--- config.mk ---
export PLATFORM = sky130hd
export DESIGN_NAME = baud_tick_gen
export DESIGN_NICKNAME = d
export VERILOG_FILES = /design/src/rtl/bt_pkg.sv /design/src/rtl/bt_div_counter.sv /design/src/rtl/bt_phase_acc.sv /design/src/rtl/baud_tick_gen.sv
export SDC_FILE = /design/constraint.sdc
export NUM_CORES = 1
export LEC_CHECK = 0
export BUFFER_PORTS_ARGS = -buffer_cell sky130_fd_sc_hd__buf_2
export CAP_MARGIN = 20
export CELL_PAD_IN_SITES_DETAIL_PLACEMENT = 1
export CELL_PAD_IN_SITES_GLOBAL_PLACEMENT = 1
export CORE_MARGIN = 3
export CORE_UTILIZATION = 45
export DETAILED_ROUTE_END_ITERATION = 12
export GPL_TIMING_DRIVEN = 0
export PLACE_DENSITY_LB_ADDON = 0.3
export RECOVER_POWER = 50
export REMOVE_ABC_BUFFERS = 1
export SLEW_MARGIN = 10
export SYNTH_ARGS = -nofsm -noshare
export SYNTH_HDL_FRONTEND = slang
export SYNTH_SLANG_ARGS = --single-unit
--- constraint.sdc ---
create_clock -name clk -period 2.59 [get_ports clk]
set_clock_uncertainty 0.1 [all_clocks]
set_input_delay 0.518 -clock clk [delete_from_list [all_inputs] [get_ports clk]]
set_output_delay 0.518 -clock clk [all_outputs]
set_load 0.05 [all_outputs]
--- src/rtl/bt_pkg.sv ---
package bt_pkg;
    typedef enum logic {
        BT_MODE_DIV = 1'b0,
        BT_MODE_ACC = 1'b1
    } bt_mode_e;
endpackage

--- src/rtl/bt_div_counter.sv ---
module bt_div_counter #(
    parameter int VAL_W = 16
) (
    input  logic             clk,
    input  logic             rst_n,
    input  logic             run,
    input  logic [VAL_W-1:0] period,
    output logic             tick
);
    localparam logic [VAL_W-1:0] ONE = {{(VAL_W-1){1'b0}}, 1'b1};

    typedef struct packed {
        logic [VAL_W-1:0] cnt;
        logic             tick;
    } div_st_t;

    div_st_t          s_d, s_q;
    logic [VAL_W-1:0] eff_d;

    always_comb begin
        // values 0 and 1 both mean "every clock"
        eff_d   = (period <= ONE) ? ONE : period;
        s_d     = s_q;
        s_d.tick = 1'b0;
        if (!run) begin
            s_d.cnt = '0;
        end else if (s_q.cnt == '0) begin
            s_d.cnt = eff_d;              // first edge after run rises
        end else if (s_q.cnt == ONE) begin
            s_d.cnt  = eff_d;
            s_d.tick = 1'b1;
        end else begin
            s_d.cnt = s_q.cnt - ONE;
        end
    end

    always_ff @(posedge clk or negedge rst_n) begin
        if (!rst_n) s_q <= '0;
        else        s_q <= s_d;
    end

    assign tick = s_q.tick;

    assert_idle_hold_R2: assert property (@(posedge clk) disable iff (!rst_n)
        !run |=> (s_q.cnt == '0 && !s_q.tick));

    assert_tick_at_one_R3: assert property (@(posedge clk) disable iff (!rst_n)
        s_q.tick |-> ($past(s_q.cnt) == ONE));

    assert_never_zero_running_R4: assert property (@(posedge clk) disable iff (!rst_n)
        (run && $past(run)) |-> (s_q.cnt != '0));
endmodule

--- src/rtl/bt_phase_acc.sv ---
module bt_phase_acc #(
    parameter int VAL_W = 16
) (
    input  logic             clk,
    input  logic             rst_n,
    input  logic             run,
    input  logic [VAL_W-1:0] incr,
    output logic             tick
);
    typedef struct packed {
        logic [VAL_W-1:0] acc;
        logic             tick;
    } acc_st_t;

    acc_st_t      s_d, s_q;
    logic [VAL_W:0] sum_d;

    always_comb begin
        sum_d = {1'b0, s_q.acc} + {1'b0, incr};
        if (run) begin
            s_d.acc  = sum_d[VAL_W-1:0];
            s_d.tick = sum_d[VAL_W];      // carry out is the tick
        end else begin
            s_d.acc  = '0;
            s_d.tick = 1'b0;
        end
    end

    always_ff @(posedge clk or negedge rst_n) begin
        if (!rst_n) s_q <= '0;
        else        s_q <= s_d;
    end

    assign tick = s_q.tick;

    assert_idle_hold_R2: assert property (@(posedge clk) disable iff (!rst_n)
        !run |=> (s_q.acc == '0 && !s_q.tick));

    // a wrap makes the phase smaller, no wrap leaves it equal or larger
    assert_tick_on_wrap_R6: assert property (@(posedge clk) disable iff (!rst_n)
        ($past(run) && $stable(incr)) |-> (s_q.tick == (s_q.acc < $past(s_q.acc))));
endmodule

--- src/rtl/baud_tick_gen.sv ---
module baud_tick_gen #(
    parameter int VAL_W = 16
) (
    input  logic             clk,
    input  logic             rst_n,
    input  logic             run_en,
    input  logic             mode_sel,
    input  logic [VAL_W-1:0] baud_val,
    output logic             tick
);
    import bt_pkg::*;

    bt_mode_e mode;
    logic     div_run, acc_run;
    logic     div_tick, acc_tick;

    assign mode    = bt_mode_e'(mode_sel);
    assign div_run = run_en && (mode == BT_MODE_DIV);
    assign acc_run = run_en && (mode == BT_MODE_ACC);

    bt_div_counter #(.VAL_W(VAL_W)) u_div (
        .clk    (clk),
        .rst_n  (rst_n),
        .run    (div_run),
        .period (baud_val),
        .tick   (div_tick)
    );

    bt_phase_acc #(.VAL_W(VAL_W)) u_acc (
        .clk   (clk),
        .rst_n (rst_n),
        .run   (acc_run),
        .incr  (baud_val),
        .tick  (acc_tick)
    );

    assign tick = (mode == BT_MODE_ACC) ? acc_tick : div_tick;

    assert_one_engine_R7: assert property (@(posedge clk) disable iff (!rst_n)
        $onehot0({div_tick, acc_tick}));

    assert_acc_needs_mode_R7: assert property (@(posedge clk) disable iff (!rst_n)
        acc_tick |-> $past(mode_sel));

    assert_no_tick_stopped_R2: assert property (@(posedge clk) disable iff (!rst_n)
        !run_en |=> !tick);
endmodule

== Word level (Yosys, flattened, before mapping) ==
Index checks and enable logic that the tools add are counted.

* Register bits after elaboration: 34
* Output and inout port bits: 1
* Input port bits: 20

* Equality and inequality tests: 1
* Order comparisons: 1
* Multiplexer cells: 9
* Reduce and logical (&&, ||, !) cells: 3
* Bitwise gates (word level): 1
* Add/sub/neg operators: 2

{| class="wikitable"
|+ Operators with widths
! operator !! number
|-
| two-way mux 16 bit || 4
|-
| adder 16 x 16 -> 17 bit || 1
|-
| two-way mux 17 bit || 1
|-
| equality test 16 x 1 -> 1 bit, second input constant || 1
|-
| <= comparator 16 x 1 -> 1 bit, second input constant || 1
|-
| zero test 16 bit || 1
|-
| subtractor 16 x 1 -> 16 bit, second input constant || 1
|-
| two-way mux 1 bit || 4
|-
| logical AND 1 bit || 2
|-
| NOT 1 bit || 1
|}

== Logic depth before layout (Yosys ltp) ==
Gate-level depths: netlist of run 1.

* Depth after elaboration: 5
* Depth in mapped cells: 8
* Depth with buffers taken out: 7

== Cells and area by module ==
Synthesis of run 1 repeated with hierarchy kept, for this count alone.

* Cells, all modules: 246
* Area total of the unflattened synthesis: 2314.7 µm²

{| class="wikitable"
|+ By module, submodules not included
! module !! times used !! area each (µm²) !! cells an instance
|-
| bt_phase_acc || 1 || 1237.4 || 132
|-
| bt_div_counter || 1 || 1046.0 || 111
|-
| baud_tick_gen || 1 || 31.3 || 3
|}

== Worst setup path before layout of run 1 ==
Ideal clock, no wire load.

* Path kind: input -> register
* From: input port baud_val[0]
* To: register u_acc.s_q, in the netlist u_acc.tick
* Setup slack: 131 ps
* Stages on the path: 7
* Buffers on the path: 0
* Data arrival time: 2238 ps
* Cells stage by stage: ha_1 > fa_1 > a21oi_1 > o211ai_1 > a2111oi_0 > o31a_1 > nor2_1

{| class="wikitable"
|+ RTL lines
! what !! line !! text
|-
| start: declaration || baud_tick_gen.sv:8 || <nowiki>input logic [VAL_W-1:0] baud_val,</nowiki>
|-
| end signal: assignment || bt_phase_acc.sv:30 || <nowiki>if (!rst_n) s_q <= '0;</nowiki>
|-
| end signal: assignment || bt_phase_acc.sv:31 || <nowiki>else s_q <= s_d;</nowiki>
|-
| end: declaration || bt_phase_acc.sv:15 || <nowiki>acc_st_t s_d, s_q;</nowiki>
|}

==> results, run 1 <==
- The maximum vdd ir drop is 0.0005665 V.
- The die height is 78.74 um.
- The flow ran to the end, but the final reports show violations.
- Max-cap violations in this run came to 1.
- The post-DP HPWL is 4.396 mm.
- The final layout contains 308 nets.
- The critical path startpoint category is a flop.
- The completed layout was analyzed and its total power is 2.359 mW.
- The sequential cell area fraction in the yosys report is 35.73%.
- The site row count is 25.
- The element type at the critical path end is a flop.
- The cell type with the highest aggregate area in the netlist is sky130_fd_sc_hd__dfrtp_1.
- The clock net in this run drives a total of 34 sinks.
- The die outline area is 0.006200 mm2.
- Global routing used 21.08% of the available tracks.
- The post-synthesis instance total is 249.
- After synthesis the cells add up to 0.002381 mm2.
- Sorting the synthesized cells by area gives the leading types as sky130_fd_sc_hd__dfrtp_1 (36%), sky130_fd_sc_hd__ha_1 (10%), sky130_fd_sc_hd__a211oi_2 (7.4%), sky130_fd_sc_hd__nor2_1 (5.4%), sky130_fd_sc_hd__xnor2_1 (3.7%).
- The post-layout instance area is 0.002638 mm2.
- The weighted congestion at the end of routability-driven global placement is 0.8340.
- The synthesized design devotes to its leading area cell type 35.73% of total area.
- Entering global routing, the biggest net connects 35 pins.
- The TritonCTS buffer count is 5.
- The path class of the lowest-slack min-delay path is in -> reg.
- The required arrival time at the worst endpoint is 2.66 ns.
- At the later pin of the worst-skew pair, clock insertion delay measures 0.28 ns.
- The multiplexer share of the synthesized area is 1.314%.
- Fill cells in the final layout number 592.
- For this design the top-level I/O count stands at 21.
- The share of synthesized cell area in full adder, half adder and majority cells is 10.83%.
- For this design the ratio of total power to cell area is 894.6 mW/mm2.
- The setup fix buffers added after clock tree synthesis is 0.
- A synthesized cell averages 9.562 um2.
- Summing the areas of all compound-gate instances in the mapped netlist gives 22.60% of the synthesized area.
- The horizontal extent of the die is 78.74 um.
- The number of instances on the worst hold path is 2.
- The total core area is 0.004911 mm2.
- Once placement finished, the instance area stood at 0.002531 mm2.
- The number of search-and-repair iterations in the first detailed-routing pass is 4.
- Summed over all cells, the static leakage comes to 1.182 nW.
- In the synthesized netlist, the cells that appear most often are sky130_fd_sc_hd__dfrtp_1 (34), sky130_fd_sc_hd__nor2_1 (34), sky130_fd_sc_hd__ha_1 (19), sky130_fd_sc_hd__nand2_1 (17), sky130_fd_sc_hd__a21oi_1 (15).
- The final number of hold-violating endpoints is 0.
- For the pin with the worst max-slew slack, the measured transition is 1.874 ns.
- CTS built an H-tree with a depth of 2.
- Summing the areas of all and, or, nand and nor instances in the mapped netlist gives 19.18% of the synthesized area.
- The xor/xnor share of the synthesized area is 6.989%.
- The checks that failed: capacitance limit, slew limit.
- For this configuration, the core starts out at a cell density of 48.48%.
- The arrival time reported for the critical path endpoint is 2.49 ns.
- The final core utilization is 53.71%.
- For this run, the leading register cell type out of synthesis is sky130_fd_sc_hd__dfrtp_1.
- The relative slew slack is -24.94%.
- TritonCTS built the clock tree.
- Counting flops with an async set or reset pin after synthesis yields a share of 100.0%.
- The DRC violation total after the first TritonRoute iteration is 105.
- The number of antenna violations at the first check in global routing is 0.
- The final global-route overflow total is 0.
- From synthesis to final layout, the design area changed by 10.77%.
- The number of enable flip-flop cells after synthesis is 0.
- The number of distinct library cells after synthesis is 49.
- The count of inserted antenna diode cells is 0.
- The post-route netlist has 18.96% of its cells at a drive strength greater than 1.
- The clock transition at the registers of the reported paths is 0.07 ns.
- The first global-routing pass estimated 10.15 mm of wire.
- The number of setup violations in the final report is 0.
- The maximum fanout along the worst path is 4.
- In this run, synthesis produced a sequential element count of 34.
- The final critical path takes up 93.55% of the cycle.
- The final routed wire length divided by cell count is 17.89 um.
- For this block, the via count after detailed routing is 1,962.
- The warning count from the yosys run is 0.
- The final max-slew violation count was 35.
- Using the TritonRoute via totals, the vias-per-cell ratio works out to 5.839.
- Timing would allow up to 412.7 MHz.
- The final layout contains routed wiring with a total length of 6.011 mm.
- The clock passes through at most 2 buffers.
- The via count of the first global-routing pass is 2,081.
- By startpoint and endpoint, the worst setup path is classified as reg -> reg.
- CTS placed an instance of sky130_fd_sc_hd__clkbuf_8 at the clock tree root.
- In this run the remaining antenna-violating nets after routing total 0.
- The count of input and output buffers is 20.
- In the routed design, unresolved DRC markers number 0.
- After synthesis, the largest family of logic cells by area is compound AO/OA/AOI/OAI gates.
- The depth of the worst register-to-register path is 7.
- The clock period minus final worst setup slack is 2.423 ns.
layout by cell type, fill, tap and decap left out, drive strengths merged, types with 4 or more instances in the layout:
cell | Yosys | layout
nor2 | 35 | 35
dfrtp | 34 | 34
buf | 5 | 20
ha | 19 | 19
nand2 | 17 | 17
a21oi | 15 | 15
a211oi | 15 | 15
xnor2 | 10 | 10
xor2 | 9 | 9
o21ai | 8 | 8
nor3 | 8 | 8
clkbuf | 4 | 8
nor4 | 7 | 7
nand3 | 6 | 6
inv | 5 | 5
and3 | 4 | 4
routing by layer:
metal  track usage [%]  wire, um  vias to the layer above
met5                 0         0                        -
met4             6.294        49                        0
met3             3.401       109                        4
met2             37.18      3099                       18
met1             26.43      2753                      982
li1                  -         -                      958
per-stage QoR:
stage / setup TNS (ns) / hold WS [ns] / setup slack (ns) / instances
2_1_floorplan: 0 / 0.1224 / 0.08445 / 240
3_3_place_gp: -2.144 / 0.4587 / -0.3196 / 327
3_5_place_dp: -0.5640 / 0.4761 / -0.2810 / 328
4_1_cts: 0 / 0.2393 / 0.04709 / 336
5_1_grt: -0.01987 / 0.4464 / -0.01770 / 336
6_report: 0 / 0.4409 / 0.1672 / 336
repair_timing:
action                     4_1_cts  5_1_grt
hold buffers                     0        0
gates cloned                     0        0
resized for setup                2        3
setup endpoints to repair        7       12
pin swaps                        0        0
critical path, cell delays in order (launching register included):
cell,delay [ns]
sky130_fd_sc_hd__dfrtp_1,0.37
sky130_fd_sc_hd__ha_1,0.21
sky130_fd_sc_hd__fa_1,0.41
sky130_fd_sc_hd__a21oi_1,0.24
sky130_fd_sc_hd__o211ai_1,0.26
sky130_fd_sc_hd__a2111oi_2,0.47
sky130_fd_sc_hd__o31a_1,0.20
sky130_fd_sc_hd__nor2_1,0.05
report_power, final:
part | internal [mW] | leakage (nW) | total [mW] | switching [mW]
clock network | 0.215 | 0.0482 | 0.413 | 0.198
logic | 0.513 | 0.674 | 1.24 | 0.727
registers | 0.622 | 0.459 | 0.706 | 0.0840
sequential cells by signal, summed over array words and instances, names as in the netlist:
name,flops
u_div.s_q,16
u_acc.tick,1
u_acc.s_q,16
u_div.tick,1
cell families after synthesis:
kind of cell | after synthesis
and+or+nand+nor | 94
AOI/OAI and AO/OA | 65
DFF | 34
adders and majority gates | 20
xor gates and xnor gates | 19
buffers and inverters | 14
muxes | 3
final cells by class:
cell class                 count  area, um2  area share [%]
inverter                       5      18.77          0.7116
tap                           67      83.83           3.178
multi-input combinational    201       1466           55.60
clock buffer                   7      86.33           3.273
sequential                    34      850.8           32.26
timing repair buffer          21      126.4           4.791
clock inverter                 1      5.005          0.1898
final timing paths:
kind,end,start,slack (ns)
setup reg to reg,u_acc.tick,u_acc.s_q[1],0.17
setup / recovery,u_acc.tick,u_acc.s_q[1],0.17
hold / removal,u_acc.s_q[1],run_en,0.44
min in group asynchronous,u_div.s_q[3],rst_n,0.64
max in group asynchronous,u_acc.s_q[8],rst_n,0.68
hold reg to reg,u_div.s_q[1],u_div.s_q[1],0.49
Note: power is estimated with default switching activity, not from simulation.
==> inputs of run 2 (changes only) <==
--- a/config.mk
+++ b/config.mk
@@ -5,12 +5,13 @@
 export SDC_FILE = /design/constraint.sdc
 export NUM_CORES = 1
 export LEC_CHECK = 0
+export ABC_AREA = 1
 export BUFFER_PORTS_ARGS = -buffer_cell sky130_fd_sc_hd__buf_2
 export CAP_MARGIN = 20
 export CELL_PAD_IN_SITES_DETAIL_PLACEMENT = 1
 export CELL_PAD_IN_SITES_GLOBAL_PLACEMENT = 1
 export CORE_MARGIN = 3
-export CORE_UTILIZATION = 45
+export CORE_UTILIZATION = 43
 export DETAILED_ROUTE_END_ITERATION = 12
 export GPL_TIMING_DRIVEN = 0
 export PLACE_DENSITY_LB_ADDON = 0.3
==> run 2 against run 1 <==
Against the previous run:
- the flow now finishes without violations
- non-clock buffer count down 1
- wire length up 17%
- register-to-register slack better by 0.41 ns
- synthesized cell count up 59%
- cell area up 8.1%
- first-iteration DRC count down 18%
- clock-buffer cell count unchanged
- hold slack worse by 0.22 ns
- clock power about the same
- critical endpoint unchanged
==> results, run 2 <==
- Clock-pin slew was measured on the worst setup and hold paths at 0.07 ns.
- The final max-slew violation count is 0.
- The final routed wirelength across all metal layers is 7.053 mm.
- In the layout the commonest cells are sky130_fd_sc_hd__nand2_1 (121), sky130_fd_sc_hd__inv_1 (56), sky130_fd_sc_hd__nor2_1 (54).
- Of all nets on the critical path, the largest fanout is 4.
- The clock period minus final worst setup slack is 2.012 ns.
- Detailed placement ended at an HPWL of 5.778 mm.
- 0 antenna diodes ended up in the layout.
- The cell chosen for the clock root is sky130_fd_sc_hd__clkbuf_8.
- In the synthesized netlist, the cells that appear most often are sky130_fd_sc_hd__nand2_1 (121), sky130_fd_sc_hd__inv_1 (56), sky130_fd_sc_hd__nor2_1 (54), sky130_fd_sc_hd__dfrtp_1 (34), sky130_fd_sc_hd__a21oi_1 (33).
- In this run, the combinational gates consume 61.0% of the power.
- STA classifies the critical path endpoint as a flop.
- Of the total power, registers draw 25.5%.
- The power per cell area is 1069 mW/mm2.
- The post-detailed-route via-to-cell ratio is 5.127.
- The TritonCTS clock tree is yes.
- The largest net degree at the start of global routing is 35.
- The number of instances in the placed design is 482.
- The analysis attributes to cell leakage a power of 1.660 nW.
- The transition time at the pin with the least slew margin is 0.8045 ns.
- Setup violations remaining at the end of the flow were counted as 0.
- The DRC violation total after the first TritonRoute iteration is 86.
- Setup repair after global routing left no endpoint under its margin.
- The aggregate negative setup slack is 0 ns.
- The largest registers in the layout are u_acc.s_q x16, u_div.s_q x16.
- The path class of the lowest-slack min-delay path is in -> async.
- Internal power comes to 1.489 mW.
- The synthesized design contains 34 register bits.
- The site row count is 27.
- Derived from the worst setup path, the maximum achievable clock frequency is 497.0 MHz.
- The clock latency on the worst-skew pair is 0.28 ns.
- For this run, the total global-route usage over all layers was measured as 21.61%.
- The warning count from the yosys run is 0.
- Summed over its instances, the top area cell type makes up 32.68% of the synthesized netlist area.
- The initial utilization of the core area, before any placement, comes to 45.88%.
- The prevailing post-synth register cell is sky130_fd_sc_hd__dfrtp_1.
- The tree built by TritonCTS fans out to 34 sinks.
- The first global-routing pass estimated 12.44 mm of wire.
- The number of enable flip-flop cells after synthesis is 0.
- In the synthesized netlist, the number of instances is 395.
- The async set-or-reset flop fraction in the synthesized netlist is 100.0%.
- Post-CTS repair changed the size of 0 cells.
- The weighted congestion at the end of routability-driven global placement is 0.8609.
- After detailed routing, the number of remaining DRC violations is 0.
- In this run, the clock network consumes 13.5% of the power.
- The number of antenna violations at the first check in global routing is 0.
- After floorplanning, the core was sized to cover 0.005675 mm2.
- The fraction of layout cells with a size suffix above 1 is 8.373%.
- The final number of hold-violating endpoints is 0.
- Post-CTS timing repair inserted 0 buffers for setup.
- The analysis attributes to net switching a power of 1.559 mW.
- The critical path startpoint category is a flop.
- The mapped netlist covers 0.002604 mm2.
- Max-cap violations in this run came to 0.
- The total overflow left after global routing is 0.
- The worst register-to-register path has a depth of 8.
- Hold repair after CTS inserted 0 buffers.
- The count of input and output buffers is 20.
- For the worst setup path, the data required time is 2.66 ns.
- 21 I/O pins were placed.
- The library cell used most frequently in the layout, excluding fill and tap cells, is sky130_fd_sc_hd__nand2_1.
- The first TritonRoute pass finished after 4 iterations.
- The number of distinct library cells after synthesis is 24.
- The buffer depth of the longest clock path is 2.
- The fraction of power spent switching nets is 51.15%.
- After synthesis, the cell types taking the most area are sky130_fd_sc_hd__dfrtp_1 (33%), sky130_fd_sc_hd__nand2_1 (17%), sky130_fd_sc_hd__ha_1 (9.1%), sky130_fd_sc_hd__inv_1 (8.1%), sky130_fd_sc_hd__nor2_1 (7.8%).
- The cell type with the highest aggregate area in the netlist is sky130_fd_sc_hd__dfrtp_1.
- The most common cell in the synthesized netlist is sky130_fd_sc_hd__nand2_1.
- The H-tree was split into 2 levels.
- The path type of the worst setup path is reg -> reg.
- The die outline area is 0.007025 mm2.
- The number of standard cells in the final layout excluding fillers is 490.
- The run finished with clean final reports.
- The number of nets in the finished design is 457.
- The number of filler cells placed in the layout is 799.
- Dividing the synthesized area by the synthesized cell count gives 6.592 um2.
- The TritonCTS buffer count is 5.
- After detailed routing, the average wire length per cell comes to 14.39 um.
- The sequential cell area fraction in the yosys report is 32.68%.
- STA puts the critical path data arrival time at 2.08 ns.
- The via count of the first global-routing pass came to 2,699.
- The detailed router placed 2,512 vias in this run.
- The area added between synthesis and finish is 9.466%.
- From left edge to right edge, the die measures 83.82 um.
- The die height is 83.82 um.
- The worst path uses 77.69% of the clock period.
- The number of nets with antenna violations after detailed routing is 0.
- VDD sags by at most 0.0006772 V.
- The relative slew slack is 46.37%.
run 2: changes by cell type after synthesis, sizes merged, moves of 7 or more:
cell    change
a211oi     -15
a21oi      +18
inv        +51
nand2     +106
nand3      +25
nor2       +22
nor4        -7
run 2: cell families after synthesis:
kind of cell               count (synthesis)  synth area share, %
and+or+nand+nor                          226                36.23
buffers and inverters                     61                9.418
AOI/OAI and AO/OA                         45                8.650
DFF                                       34                32.68
adders and majority gates                 20                9.899
xor gates and xnor gates                   8                2.691
muxes                                      1               0.4325
run 2: layer usage:
| metal | global-route usage (%) | routed length [um] | share of wire, % |
|---|---|---|---|
| met1 | 25.90 | 3122 | 44 |
| met2 | 40.35 | 3736 | 53 |
| met3 | 3.356 | 122 | 1.7 |
| met4 | 4.678 | 72 | 1.0 |
| met5 | 0 | 0 | 0 |
run 2: worst max-delay path: stages (launching register included):
cell and delay, ns:
sky130_fd_sc_hd__dfrtp_1 0.37, sky130_fd_sc_hd__ha_1 0.22, sky130_fd_sc_hd__fa_1 0.44, sky130_fd_sc_hd__nand3_1 0.10, sky130_fd_sc_hd__nand3_1 0.15, sky130_fd_sc_hd__nand3_1 0.11
sky130_fd_sc_hd__nand3_1 0.13, sky130_fd_sc_hd__a21oi_1 0.23, sky130_fd_sc_hd__nor2_1 0.06
run 2: layout make-up:
cell class	instances	area (um2)	share of cell area (%)
Multi-Input combinational cell	300	1508	52.90
Sequential cell	34	850.8	29.85
Inverter	56	210.2	7.375
Timing Repair Buffer	20	100.1	3.512
Clock inverter	1	5.005	0.1756
Tap cell	72	90.09	3.161
Clock buffer	7	86.33	3.029
run 2: path summary, 6_finish.rpt:
| kind | start | to | slack (ns) |
|---|---|---|---|
| max in group asynchronous | rst_n | u_div.s_q[7] | 1.66 |
| worst min register to register | u_div.s_q[9] | u_div.s_q[9] | 0.53 |
| worst min-delay path | rst_n | u_acc.s_q[6] | 0.22 |
| worst max-delay path | u_acc.s_q[1] | u_acc.tick | 0.58 |
| min in group clk | baud_val[0] | u_div.s_q[1] | 0.38 |
| worst max register to register | u_acc.s_q[1] | u_acc.tick | 0.58 |
run 2: power groups by stage:
| stage | sequential [mW] | clock [mW] | combinational, mW |
|---|---|---|---|
| finish | 0.778 | 0.411 | 1.86 |
| CTS | 0.779 | 0.429 | 1.88 |
| global route | 0.794 | 0.458 | 2.18 |
| detailed placement | 0.789 | 0 | 1.87 |
| global placement | 0.775 | 0 | 1.78 |
| floorplan | 0.750 | 0 | 1.43 |
run 2: metrics by stage:
stage	hold WS (ns)	instance area [um2]	total power [mW]	util, %	setup slack [ns]
final	0.2185	2850	3.047	50.22	0.5779
after global routing	0.2867	2850	3.428	50.22	0.4674
after CTS	0.2494	2850	3.090	50.22	0.5801
after detailed placement	0.5131	2759	2.661	48.61	0.3135
after global placement	0.4692	2759	2.558	48.61	0.3386
after floorplan	0.1224	2569	2.178	-	0.7024
